--- src/rtl/ivc_pkg.sv ---
package ivc_pkg;
  localparam int unsigned N_LINE = 11;          // slots 1..11
  localparam int unsigned N_MSK  = 10;          // maskable slots 1..10
  localparam int unsigned SLOT_W = 4;
  localparam logic [SLOT_W-1:0] PD_SLOT = 4'd11;
  localparam logic [SLOT_W-1:0] BOOT_SLOT = 4'd0;

  // rank 0 is powerdown, rank r (1..10) is slot r
  function automatic logic [SLOT_W-1:0] slot_rank(input logic [SLOT_W-1:0] s);
    return (s == PD_SLOT) ? '0 : s;
  endfunction

  function automatic logic [SLOT_W-1:0] rank_slot(input logic [SLOT_W-1:0] r);
    return (r == '0) ? PD_SLOT : r;
  endfunction
endpackage

--- src/rtl/ivc_req_sync.sv ---
module ivc_req_sync #(
  parameter int unsigned N      = 11,
  parameter int unsigned STAGES = 2
) (
  input  logic         clk,
  input  logic         rst_n,
  input  logic [N-1:0] raw,
  output logic [N-1:0] rise
);
  for (genvar i = 0; i < N; i++) begin : g_line
    logic [STAGES:0] sh;
    always_ff @(posedge clk or negedge rst_n) begin
      if (!rst_n) sh <= '0;
      else        sh <= {sh[STAGES-1:0], raw[i]};
    end
    assign rise[i] = sh[STAGES-1] & ~sh[STAGES];
  end
endmodule

--- src/rtl/ivc_arbiter.sv ---
module ivc_arbiter #(
  parameter int unsigned N  = 11,
  localparam int unsigned RW = $clog2(N)
) (
  input  logic [N-1:0]  req_rank,
  input  logic [N-1:0]  isr_rank,
  output logic          hit,
  output logic [RW-1:0] win
);
  logic          any_req, any_isr;
  logic [RW-1:0] isr_top;

  always_comb begin
    any_req = 1'b0;
    any_isr = 1'b0;
    win     = '0;
    isr_top = '0;
    for (int r = N - 1; r >= 0; r--) begin
      if (req_rank[r]) begin
        any_req = 1'b1;
        win     = RW'(r);
      end
      if (isr_rank[r]) begin
        any_isr = 1'b1;
        isr_top = RW'(r);
      end
    end
    hit = any_req & (~any_isr | (win < isr_top));
  end
endmodule

--- src/rtl/ivc_lifo.sv ---
module ivc_lifo #(
  parameter int unsigned W     = 14,
  parameter int unsigned DEPTH = 4,
  localparam int unsigned CW   = $clog2(DEPTH + 1),
  localparam int unsigned AW   = (DEPTH > 1) ? $clog2(DEPTH) : 1
) (
  input  logic         clk,
  input  logic         rst_n,
  input  logic         push,
  input  logic         pop,
  input  logic [W-1:0] din,
  output logic [W-1:0] top,
  output logic         empty,
  output logic         full
);
  logic [W-1:0]  mem [DEPTH];
  logic [CW-1:0] cnt;
  logic          do_pop, do_push, do_swap;

  assign empty   = (cnt == '0);
  assign full    = (cnt == CW'(DEPTH));
  assign do_pop  = pop & ~empty;
  assign do_swap = push & do_pop;
  assign do_push = push & ~pop & ~full;
  assign top     = mem[AW'(cnt - 1'b1)];

  always_ff @(posedge clk or negedge rst_n) begin
    if (!rst_n)       cnt <= '0;
    else if (do_push) cnt <= cnt + 1'b1;
    else if (do_pop && !do_swap) cnt <= cnt - 1'b1;
  end

  always_ff @(posedge clk) begin
    if (do_swap)      mem[AW'(cnt - 1'b1)] <= din;
    else if (do_push) mem[AW'(cnt)]        <= din;
  end
endmodule

--- src/rtl/ivc_nest_ctrl.sv ---
module ivc_nest_ctrl
  import ivc_pkg::*;
#(
  parameter int unsigned PC_W        = 14,
  parameter int unsigned ST_W        = 8,
  parameter int unsigned STK_DEPTH   = 4,
  parameter int unsigned SYNC_STAGES = 2
) (
  input  logic              clk,
  input  logic              rst_n,
  input  logic [N_LINE-1:0] irq_raw,
  input  logic              en_we,
  input  logic [N_MSK-1:0]  en_wdata,
  input  logic [N_MSK-1:0]  force_set,
  input  logic [PC_W-1:0]   pc_i,
  input  logic [ST_W-1:0]   status_i,
  input  logic              rti_i,
  output logic              vec_valid,
  input  logic              vec_ready,
  output logic [PC_W-1:0]   vec_addr,
  output logic              ret_valid,
  output logic [PC_W-1:0]   ret_pc,
  output logic [ST_W-1:0]   ret_status,
  output logic              stk_ovf
);
  localparam int unsigned RW = $clog2(N_LINE);

  logic [N_MSK-1:0]  en_q;
  logic [N_LINE-1:0] pend_q, isr_q, rise, elig_rank, take_line, take_rank_oh;
  logic              off_valid;
  logic [SLOT_W-1:0] off_slot;
  logic              hit, take, take_irq;
  logic [RW-1:0]     win;
  logic [PC_W-1:0]   pc_top;
  logic [ST_W-1:0]   st_top;
  logic              pc_empty, pc_full, st_empty, st_full;

  ivc_req_sync #(.N(N_LINE), .STAGES(SYNC_STAGES)) u_sync (
    .clk(clk), .rst_n(rst_n), .raw(irq_raw), .rise(rise)
  );

  // eligible requests laid out by rank
  assign elig_rank[0] = pend_q[N_LINE-1];
  for (genvar r = 1; r < N_LINE; r++) begin : g_elig
    assign elig_rank[r] = pend_q[r-1] & en_q[r-1];
  end

  ivc_arbiter #(.N(N_LINE)) u_arb (
    .req_rank(elig_rank), .isr_rank(isr_q), .hit(hit), .win(win)
  );

  assign take         = off_valid & vec_ready;
  assign take_irq     = take & (off_slot != BOOT_SLOT);
  assign take_line    = take_irq ? (N_LINE'(1) << (off_slot - 1'b1)) : '0;
  assign take_rank_oh = take_irq ? (N_LINE'(1) << slot_rank(off_slot)) : '0;

  always_ff @(posedge clk or negedge rst_n) begin
    if (!rst_n) begin
      en_q   <= '0;
      pend_q <= '0;
      isr_q  <= '0;
    end else begin
      if (en_we) en_q <= en_wdata;
      pend_q <= (pend_q & ~take_line) | rise | {1'b0, force_set};
      isr_q  <= (rti_i ? (isr_q & (isr_q - 1'b1)) : isr_q) | take_rank_oh;
    end
  end

  // registered offer, frozen under back-pressure
  always_ff @(posedge clk or negedge rst_n) begin
    if (!rst_n) begin
      off_valid <= 1'b1;
      off_slot  <= BOOT_SLOT;
    end else if (take) begin
      off_valid <= 1'b0;
    end else if (!off_valid && hit) begin
      off_valid <= 1'b1;
      off_slot  <= rank_slot(SLOT_W'(win));
    end
  end

  assign vec_valid = off_valid;
  assign vec_addr  = PC_W'(off_slot) << 2;

  ivc_lifo #(.W(PC_W), .DEPTH(STK_DEPTH)) u_pc_stk (
    .clk(clk), .rst_n(rst_n), .push(take_irq), .pop(rti_i), .din(pc_i),
    .top(pc_top), .empty(pc_empty), .full(pc_full)
  );

  ivc_lifo #(.W(ST_W), .DEPTH(STK_DEPTH)) u_st_stk (
    .clk(clk), .rst_n(rst_n), .push(take_irq), .pop(rti_i), .din(status_i),
    .top(st_top), .empty(st_empty), .full(st_full)
  );

  always_ff @(posedge clk or negedge rst_n) begin
    if (!rst_n) begin
      ret_valid  <= 1'b0;
      ret_pc     <= '0;
      ret_status <= '0;
      stk_ovf    <= 1'b0;
    end else begin
      ret_valid <= rti_i & ~pc_empty;
      stk_ovf   <= take_irq & pc_full & ~rti_i;
      if (rti_i && !pc_empty) begin
        ret_pc     <= pc_top;
        ret_status <= st_top;
      end
    end
  end

  logic unused_flags;
  assign unused_flags = st_empty ^ st_full;
endmodule

--- config.mk ---
export PLATFORM = sky130hd
export DESIGN_NAME = ivc_nest_ctrl
export DESIGN_NICKNAME = d
export VERILOG_FILES = /design/src/rtl/ivc_pkg.sv /design/src/rtl/ivc_req_sync.sv /design/src/rtl/ivc_arbiter.sv /design/src/rtl/ivc_lifo.sv /design/src/rtl/ivc_nest_ctrl.sv
export SDC_FILE = /design/constraint.sdc
export NUM_CORES = 1
export LEC_CHECK = 0
export BUFFER_PORTS_ARGS = -buffer_cell sky130_fd_sc_hd__clkbuf_2
export CAP_MARGIN = 10
export CORE_MARGIN = 1
export CORE_UTILIZATION = 58
export DETAILED_ROUTE_END_ITERATION = 8
export PLACE_DENSITY_LB_ADDON = 0.3
export SETUP_SLACK_MARGIN = 0.02
export SYNTH_ARGS = -nofsm -noshare
export SYNTH_HDL_FRONTEND = slang
export SYNTH_HIERARCHICAL = 1
export SYNTH_SLANG_ARGS = --single-unit
--- constraint.sdc ---
create_clock -name clk -period 3.85 [get_ports clk]
set_input_delay 0.77 -clock clk [delete_from_list [all_inputs] [get_ports clk]]
set_output_delay 0.77 -clock clk [all_outputs]
set_load 0.05 [all_outputs]
==> impl_metrics.tcl <==
set metrics [dict create \
    hold_buffers 0 \
    clock_latency_ns 0.44 \
    dp_hpwl_mm 9.376 \
    netlist_area_um2 7725 \
    tns_ns 0 \
    final_cells 781 \
    cts_buffer_depth 2 \
    hp-class "in2async" \
    worstPathRequired_ns 4.17 \
    drtAntennaViolNets 0 \
    io_pins 97 \
    nets 663 \
    grt_pass1_wl_mm 22.49 \
    grt_pass1_vias 4443 \
    p_sw_uw 2573 \
    start_util 0.6023 \
    portBuffers 86 \
    antenna_found_initial 0 \
    endpoint_kind "flop" \
    die_h_um 117.4 \
    die_area_um2 13780 \
    setup_viol_count_final 0 \
    drt-initial-drc-count 221 \
    cts_max_level 4 \
    clkTransAtPathRegs_ns 0.07 \
    vias_per_cell 5.579 \
    drc 0 \
    crit_slowest_cell "nor4_1" \
    cts_buffers 17 \
    peakVddDrop_v 0.0004734 \
    power_density_nw_per_um2 775.6 \
    p_int_uw 4347 \
    crit_top_cell "nor2_1" \
    cp.arrival_ns 3.13 \
    cts_sinks 188 \
    grt-ovfl-total 0 \
    min_period_ns 2.801 \
    tightest_slew_ns 0.7154 \
    root_buffer "clkbuf_16" \
    syn_inst 493 \
    wl_mm 13.77 \
    leakage_uw 0.003635 \
    final_hold_viol_count 0 \
    place_congestion 0.8122 \
    rows 41 \
    routedWlPerCell_um 17.63 \
    worstPathCellList "and2_1, nor4_1, nand2_1, nor2_1, ha_1, o211ai_2, a311oi_1, nor2_1, nand2b_1, mux2_2" \
    syn_area_per_cell_um2 15.67 \
    rsz0062_at_grt "false" \
    combPwrFrac 0.358 \
    period_share 0.7275 \
    drv_cap 0 \
    die_x_um 117.4 \
    syn_to_final_growth_pct 15.50 \
    status "finished clean" \
    cpPeakStageDelay_ns 0.54 \
    cts_setup_buffers 0 \
    ys.warnings.count 6 \
    skew_ns 0.008751 \
    fillers 866 \
    swShare 0.3718 \
    cts_resized 0 \
    power.share.clock 0.242 \
    cp_max_fo 8 \
    drive_above_1_share 0.3547 \
    slew_headroom 0.5180 \
    grt_use_total 0.2174 \
    seqPwrFrac 0.400 \
    critPathLaunchType "flop" \
    cts_tree "built" \
    grt_max_degree 92 \
    vias 4357 \
    finalMaxSlewViolations 0 \
    dr.pass1.iters 4 \
    fmax_mhz 357.0 \
    place_inst 748 \
    antenna_cells 0 \
    core_region_area_um2 12820 \
    criticalPathCategory "reg2reg" \
    path_buf_inv 0 \
    critPathTopFamily "simple AND/OR/NAND/NOR gates" \
]
==> power groups by stage <==
stage | logic [µW] | clock network [µW] | registers [µW]
global placement | 2410 | 0 | 2780
floorplan | 1530 | 0 | 3250
detailed placement | 2490 | 0 | 2800
global route | 2670 | 1790 | 2820
finish | 2480 | 1670 | 2760
CTS | 2500 | 1710 | 2770
==> placed cells by master (no fill, tap or decap), types with 4 or more instances in the layout <==
cell type / instances
a211o_1: 10
a21o_1: 4
a21oi_1: 8
and2_1: 12
buf_4: 14
clkbuf_16: 17
clkbuf_2: 85
conb_1: 10
dfrtp_1: 99
edfxtp_1: 88
ha_1: 9
inv_1: 20
inv_8: 5
mux2_2: 34
mux4_2: 22
nand2_1: 26
nand2b_1: 7
nor2_1: 18
nor2b_1: 6
nor2b_4: 12
nor3_1: 14
nor3_2: 4
o21ai_0: 15
o31ai_1: 6
xnor2_1: 6
==> routing by layer <==
metal / vias to the layer above / part of all wire / global-route usage
met5: - / 0 / 0
met4: 0 / 0.021 / 0.1088
met3: 21 / 0.044 / 0.05545
met2: 104 / 0.52 / 0.3591
met1: 2215 / 0.42 / 0.2667
li1: 2017 / - / -
==> layout make-up <==
class                           count  area, µm²  area share
Clock buffer                       17      425.4     0.04768
Clock inverter                     15      151.4     0.01697
Inverter                           20      75.07    0.008414
Multi-Input combinational cell    269       2351      0.2635
Sequential cell                   188       5146      0.5768
Tap cell                          172      215.2     0.02412
Timing Repair Buffer              100      558.0     0.06254
==> state kept, by name (all words and copies together), names as in the netlist <==
signal            cells
en_q                 10
isr_q                11
off_slot              4
pend_q               11
ret_pc               14
ret_status            8
ret_valid             1
stk_ovf               1
u_pc_stk/cnt          3
u_pc_stk/mem         56
u_st_stk/cnt          3
u_st_stk/mem         32
u_sync/g_line.sh     33
vec_valid             1
==> worst paths after layout <==
path	from	to	slack, ns	depth (start not counted)
setup / recovery	en_q[5]	off_slot[2]	1.05	10
hold / removal	rst_n	pend_q[6]	0.22	1
setup reg to reg	en_q[5]	off_slot[2]	1.05	10
hold reg to reg	u_sync/g_line[7].sh[0]	u_sync/g_line[7].sh[1]	0.35	0
max in group asynchronous	rst_n	u_sync/g_line[10].sh[1]	2.77	3
min in group clk	u_sync/g_line[7].sh[0]	u_sync/g_line[7].sh[1]	0.35	0
==> metrics by stage <==
stage	setup slack, ns	instance area (µm²)	utilization	hold slack (ns)	power, µW
floorplan	0.5710	7759	-	0.3312	4778
global placement	1.232	8318	0.6486	0.3317	5190
detailed placement	1.108	8318	0.6486	0.3347	5289
CTS	1.094	8895	0.6936	0.3502	6977
global route	0.8493	8922	0.6957	0.2283	7278
finish	1.049	8922	0.6957	0.2248	6920
No activity file was read; power rests on OpenSTA's default activity.
